**config.mk**
```make
export PLATFORM = sky130hd
export DESIGN_NAME = irq_level_arbiter
export DESIGN_NICKNAME = d
export VERILOG_FILES = /design/src/rtl/irq_arb_pkg.sv /design/src/rtl/irq_src_qualify.sv /design/src/rtl/irq_rank_select.sv /design/src/rtl/irq_svc_tracker.sv /design/src/rtl/irq_level_arbiter.sv
export SDC_FILE = /design/constraint.sdc
export NUM_CORES = 1
export LEC_CHECK = 0
export BUFFER_PORTS_ARGS = -buffer_cell sky130_fd_sc_hd__buf_2
export CORE_MARGIN = 2
export CORE_UTILIZATION = 35
export DETAILED_ROUTE_END_ITERATION = 8
export HOLD_SLACK_MARGIN = 0.06
export PLACE_DENSITY = 0.71
export SYNTH_ARGS = -nofsm -noshare
export SYNTH_HDL_FRONTEND = slang
export SYNTH_HIERARCHICAL = 1
export SYNTH_SLANG_ARGS = --single-unit
```
**constraint.sdc**
```tcl
create_clock -name clk -period 3 [get_ports clk]
set_input_delay 0.6 -clock clk [delete_from_list [all_inputs] [get_ports clk]]
set_output_delay 0.6 -clock clk [all_outputs]
set_load 0.02 [all_outputs]
```
**src/rtl/irq_arb_pkg.sv**
```systemverilog
package irq_arb_pkg;
  localparam int NUM_SRC_DEF = 13;
  localparam int VEC_W_DEF   = 8;
  localparam int NUM_LVL     = 3;
  localparam int LVL_W       = 2;

  typedef enum logic [LVL_W-1:0] {
    LVL_LOW  = 2'd0,
    LVL_HIGH = 2'd1,
    LVL_TOP  = 2'd2
  } irq_lvl_e;

  // Vector address for a source rank; two linear runs with a gap at 0x33.
  function automatic logic [7:0] rank_vector(input int unsigned rank);
    if (rank == 0)      return 8'h33;
    else if (rank < 7)  return 8'(8 * rank - 5);
    else                return 8'(8 * rank + 3);
  endfunction
endpackage

```
**src/rtl/irq_src_qualify.sv**
```systemverilog
module irq_src_qualify
  import irq_arb_pkg::*;
#(
  parameter int N        = NUM_SRC_DEF,
  parameter int WAKE_IDX = 0
) (
  input  logic [N-1:0]            flag_a,
  input  logic [N-1:0]            flag_b,
  input  logic [N-1:0]            src_en,
  input  logic [N-1:0]            lvl_hi,
  input  logic                    glb_en,
  output logic [N-1:0]            pend,
  output logic [N-1:0][LVL_W-1:0] src_lvl
);
  logic unused_wake_hi;
  assign unused_wake_hi = &{1'b0, lvl_hi[WAKE_IDX]};

  for (genvar g = 0; g < N; g++) begin : g_src
    assign pend[g] = (flag_a[g] | flag_b[g]) & src_en[g] & glb_en;
    if (g == WAKE_IDX) begin : g_wake
      assign src_lvl[g] = LVL_TOP;
    end else begin : g_norm
      assign src_lvl[g] = lvl_hi[g] ? LVL_HIGH : LVL_LOW;
    end
  end
endmodule

```
**src/rtl/irq_rank_select.sv**
```systemverilog
module irq_rank_select
  import irq_arb_pkg::*;
#(
  parameter int N     = NUM_SRC_DEF,
  localparam int IDX_W = $clog2(N)
) (
  input  logic [N-1:0]            pend,
  input  logic [N-1:0][LVL_W-1:0] src_lvl,
  input  logic [NUM_LVL-1:0]      lvl_ok,
  output logic                    win_any,
  output logic [IDX_W-1:0]        win_idx,
  output logic [LVL_W-1:0]        win_lvl
);
  logic [NUM_LVL-1:0][N-1:0]     lvl_mask;
  logic [NUM_LVL-1:0][IDX_W-1:0] lvl_idx;

  for (genvar l = 0; l < NUM_LVL; l++) begin : g_lvl
    for (genvar s = 0; s < N; s++) begin : g_m
      assign lvl_mask[l][s] = pend[s] && (src_lvl[s] == LVL_W'(l));
    end
    // lowest set index on this level
    always_comb begin
      lvl_idx[l] = '0;
      for (int s = N - 1; s >= 0; s--) begin
        if (lvl_mask[l][s]) lvl_idx[l] = IDX_W'(s);
      end
    end
  end

  // higher levels overwrite lower ones
  always_comb begin
    win_any = 1'b0;
    win_idx = '0;
    win_lvl = '0;
    for (int l = 0; l < NUM_LVL; l++) begin
      if (lvl_ok[l] && |lvl_mask[l]) begin
        win_any = 1'b1;
        win_idx = lvl_idx[l];
        win_lvl = LVL_W'(l);
      end
    end
  end
endmodule

```
**src/rtl/irq_svc_tracker.sv**
```systemverilog
module irq_svc_tracker
  import irq_arb_pkg::*;
(
  input  logic               clk,
  input  logic               rst_n,
  input  logic               mark_en,
  input  logic [LVL_W-1:0]   mark_lvl,
  input  logic               pop,
  output logic [NUM_LVL-1:0] lvl_ok
);
  logic [NUM_LVL-1:0] svc_q, svc_d, pop_mask, mark_mask;

  always_comb begin
    pop_mask = '0;
    for (int l = 0; l < NUM_LVL; l++) begin
      if (svc_q[l]) begin
        pop_mask    = '0;
        pop_mask[l] = 1'b1;
      end
    end
  end

  assign mark_mask = mark_en ? (NUM_LVL'(1) << mark_lvl) : '0;
  assign svc_d     = (svc_q & ~(pop ? pop_mask : '0)) | mark_mask;

  // a level may be offered only if nothing at or above it is in service
  for (genvar l = 0; l < NUM_LVL; l++) begin : g_ok
    assign lvl_ok[l] = ~|svc_d[NUM_LVL-1:l];
  end

  always_ff @(posedge clk or negedge rst_n) begin
    if (!rst_n) svc_q <= '0;
    else        svc_q <= svc_d;
  end
endmodule

```
**src/rtl/irq_level_arbiter.sv**
```systemverilog
module irq_level_arbiter
  import irq_arb_pkg::*;
#(
  parameter int NUM_SRC = NUM_SRC_DEF,
  parameter int VEC_W   = VEC_W_DEF,
  localparam int IDX_W  = $clog2(NUM_SRC)
) (
  input  logic               clk,
  input  logic               rst_n,
  input  logic [NUM_SRC-1:0] flag_a,
  input  logic [NUM_SRC-1:0] flag_b,
  input  logic [NUM_SRC-1:0] src_en,
  input  logic [NUM_SRC-1:0] lvl_hi,
  input  logic               glb_en,
  input  logic               ack,
  input  logic               reti,
  output logic               irq_req,
  output logic [VEC_W-1:0]   irq_vec
);
  logic [NUM_SRC-1:0]            pend;
  logic [NUM_SRC-1:0][LVL_W-1:0] src_lvl;
  logic [NUM_LVL-1:0]            lvl_ok;
  logic                          win_any;
  logic [IDX_W-1:0]              win_idx;
  logic [LVL_W-1:0]              win_lvl;

  logic                          req_q, req_d;
  logic [VEC_W-1:0]              vec_q, vec_d;
  logic [LVL_W-1:0]              win_lvl_q, win_lvl_d;
  logic                          load_en;

  irq_src_qualify #(.N(NUM_SRC), .WAKE_IDX(0)) u_qual (
    .flag_a (flag_a),
    .flag_b (flag_b),
    .src_en (src_en),
    .lvl_hi (lvl_hi),
    .glb_en (glb_en),
    .pend   (pend),
    .src_lvl(src_lvl)
  );

  irq_svc_tracker u_svc (
    .clk     (clk),
    .rst_n   (rst_n),
    .mark_en (ack & req_q),
    .mark_lvl(win_lvl_q),
    .pop     (reti),
    .lvl_ok  (lvl_ok)
  );

  irq_rank_select #(.N(NUM_SRC)) u_sel (
    .pend   (pend),
    .src_lvl(src_lvl),
    .lvl_ok (lvl_ok),
    .win_any(win_any),
    .win_idx(win_idx),
    .win_lvl(win_lvl)
  );

  always_comb begin
    req_d     = win_any;
    load_en   = win_any;
    vec_d     = VEC_W'(rank_vector(32'(win_idx)));
    win_lvl_d = win_lvl;
  end

  always_ff @(posedge clk or negedge rst_n) begin
    if (!rst_n) begin
      req_q     <= 1'b0;
      vec_q     <= '0;
      win_lvl_q <= '0;
    end else begin
      req_q <= req_d;
      if (load_en) begin
        vec_q     <= vec_d;
        win_lvl_q <= win_lvl_d;
      end
    end
  end

  assign irq_req = req_q;
  assign irq_vec = vec_q;
endmodule

```
==> results.sh <==
export IMPL_outcome="complete, but fails checks"
export IMPL_violations="setup timing"
export IMPL_finalNetCount=379
export IMPL_drt_iter0_markers=94
export IMPL_dpl_instance_area_sq_um=2400
export IMPL_grt_pass1_vias=1853
export IMPL_power_frac_comb=0.656
export IMPL_cts_buffer_depth=2
export IMPL_setup_viol=3
export IMPL_synth_cell_type_count=62
export IMPL_fill_cells=496
export IMPL_p_int_mw=0.768
export IMPL_clk_latency_ps=240
export IMPL_cts_tree="yes"
export IMPL_synth_ff_type="dfrtp_1"
export IMPL_critical_path_required_ps=3160
export IMPL_cp_common_cell="buf_4"
export IMPL_vdd_ir_drop_max_mv=0.318
export IMPL_drive_gt1_frac=0.467
export IMPL_wirelength_mm=4.80
export IMPL_grt_pass1_wl_mm=7.68
export IMPL_max_stage_delay_ps=420
export IMPL_crit_fanout=4
export IMPL_dp_slack_ps=-566
export IMPL_synth_top_cell_by_area="dfrtp_1"
export IMPL_dp_cells=382
export IMPL_clkPwrFrac=0.136
export IMPL_yosysWarnings=6
export IMPL_finalMaxSlewViolations=0
export IMPL_track_usage=0.171
export IMPL_tightest_slew_ps=667
export IMPL_dieArea_sq_um=5740
export IMPL_start_util=0.358
export IMPL_rsz0062_at_grt="yes"
export IMPL_coreArea_sq_um=5040
export IMPL_synth_edf_count=0
export IMPL_drc=0
export IMPL_drt_wirelength_per_cell_microns=12.3
export IMPL_cts_buffers=3
export IMPL_yosys_top_cells_area="dfrtp_1 17%, buf_4 12%, o211a_1 7.2%"
export IMPL_timing_hold_violations_final=0
export IMPL_syn_cell_area_sq_um=1800
export IMPL_seq_power_share=0.208
export IMPL_post_dp_hpwl_mm=3.99
export IMPL_routed_via_density=5.07
export IMPL_pin_count=66
export IMPL_synth_top_area_share=0.167
export IMPL_fin_skew_ps=1.30
export IMPL_rows=26
export IMPL_syn_area_per_cell_sq_um=8.16
export IMPL_power_per_cell_area_nw_per_um2=495
export IMPL_antenna_found_initial=0
export IMPL_hold_class="in -> async"
export IMPL_postSynthCellCount=221
export IMPL_post_route_util=0.515
export IMPL_maxCapViolations=0
export IMPL_layout_area_seq_sq_um=300
export IMPL_power_leakage_nw=1.37
export IMPL_p_sw_mw=0.517
export IMPL_holdWs_ps=230
export IMPL_fmaxAchievable_mhz=328
export IMPL_root_buffer="clkbuf_8"
export IMPL_path_clk_slew_ps=50
export IMPL_period_share=1.02
export IMPL_die_h_microns=75.8
export IMPL_path_class="in -> reg"
export IMPL_ctsHtreeMaxLevel=1
export IMPL_vias=1972
export IMPL_antenna_left=0
export IMPL_start_kind="primary input"
export IMPL_synthArstFlopShare=1.00
export IMPL_max_slew_margin=0.555
export IMPL_ys_ff_latch=12
export IMPL_n_antenna_cell=0
export IMPL_fin_crit_ps=3050
export IMPL_final_cells=389
export IMPL_syn_to_final_growth_pct=43.9
export IMPL_p_sw_frac=0.402
export IMPL_dieWidth_microns=75.8
export IMPL_ctsHoldBuffers=0
export IMPL_cp_cell_sequence="buf_2 -> o211a_4 -> buf_4 -> and3b_1 -> or2_4 -> o31ai_4 -> nand2_2 -> or4_4 -> a22oi_2 -> ha_2 -> a21oi_2 -> buf_4 -> xnor2_2 -> o2bb2ai_1"
export IMPL_multi_input_area_sq_um=1420
export IMPL_grt_overflow_total=0
export IMPL_clock_sinks=12
export IMPL_cp_arrival_ps=3210
export IMPL_grt_max_degree=13
export IMPL_finalInstanceArea_sq_um=2590
export IMPL_slowest_stage="or4_4"
export IMPL_yosysSeqAreaShare=0.167
export IMPL_end_kind="flip-flop"
export IMPL_dr_pass1_iters=4
export IMPL_io_buffers=63
export IMPL_gp_congestion=0.959
export IMPL_final_common_cell="buf_2"
export IMPL_layout_common_cells="61 x buf_2, 47 x buf_4, 16 x nand3b_1"
export IMPL_layout_setup_ws_ps=-46.8
metrics by stage:
| stage | setup TNS [ps] | total power [mW] |
|---|---|---|
| CTS | -29.0 | 1.24 |
| global route | -426 | 1.40 |
| floorplan | 0 | 0.777 |
| detailed placement | -3080 | 1.05 |
| global placement | -2520 | 1.02 |
| finish | -79.0 | 1.28 |
metal layers:
metal  share of wire  track usage  vias to the layer above
li1                -            -                      997
met1            0.43        0.195                      910
met2            0.51        0.332                       58
met3           0.044       0.0159                        7
met5               0            0                        -
met4           0.011       0.0487                        0
power groups by stage:
stage	Sequential [mW]	Clock [mW]	Combinational [mW]
2_1_floorplan	0.303	0	0.474
3_3_place_gp	0.268	0	0.756
5_1_grt	0.278	0.189	0.932
6_report	0.267	0.175	0.843
4_1_cts	0.268	0.180	0.794
3_5_place_dp	0.270	0	0.779
sequential cells by signal, indices dropped and copies added (netlist names):
name and count:
irq_vec 6, irq_req 1, win_lvl_q 2, u_svc/svc_q 3
critical path: cells and delay by family:
kind | cells | cell delay [ps]
and+or+nand+nor | 4 | 930
AOI/OAI and AO/OA | 5 | 900
buffers and inverters | 3 | 400
adders and majority gates | 1 | 240
xor gates and xnor gates | 1 | 120
cell families (layout without fill, tap and decap cells):
family | after synthesis | count (layout) | synth area share
simple gates | 95 | 95 | 0.349
compound gates | 65 | 65 | 0.289
buf+inv | 38 | 124 | 0.142
flops | 12 | 12 | 0.167
fa+ha+maj | 3 | 3 | 0.0201
other cells | 3 | 15 | 0.00625
mux | 3 | 3 | 0.0180
xor+xnor | 2 | 2 | 0.00972
synth_stat cells (2+ instances only):
master,instances
nand2b_1,11
o21bai_1,2
or3_1,2
and3b_1,10
o2bb2ai_1,2
o211ai_1,2
a211oi_1,2
nand4_1,4
o21ai_1,5
nand3b_1,16
conb_1,3
a21oi_1,8
o21ai_0,3
o311ai_0,2
nand2_1,13
nor3b_1,9
o21a_1,2
inv_1,9
a31oi_1,4
a211oi_2,2
ha_1,2
nor2_1,6
dfrtp_1,12
buf_4,28
o211a_1,13
nor2b_1,4
nor4_1,4
o31ai_1,3
or3b_1,4
nand3_1,2
cell type report:
class	count	share of cell area
inverter	9	0.0130
sequential	12	0.116
timing repair buffer	111	0.270
clock buffer	4	0.0212
multi-input combinational	183	0.546
tap	70	0.0338
final timing paths:
kind	startpoint	to	slack, ps	depth (start not counted)
worst max-delay path	flag_b[9]	irq_vec[3]	-50	14
worst min-delay path	rst_n	u_svc/svc_q[0]	230	1
worst max register to register	u_svc/svc_q[1]	irq_vec[3]	200	11
worst min register to register	irq_vec[5]	irq_vec[5]	480	1
max in group asynchronous	rst_n	irq_vec[1]	2550	1
min in group clk	irq_vec[5]	irq_vec[5]	480	1
what timing repair did:
item / in CTS / in global routing
buffers inserted: 0 / 3
resized for setup: 8 / 18
endpoints found under the hold margin: 0 / 0
setup endpoints to repair: 6 / 4
pin swaps: 4 / 7
No activity file was read; power rests on OpenSTA's default activity.
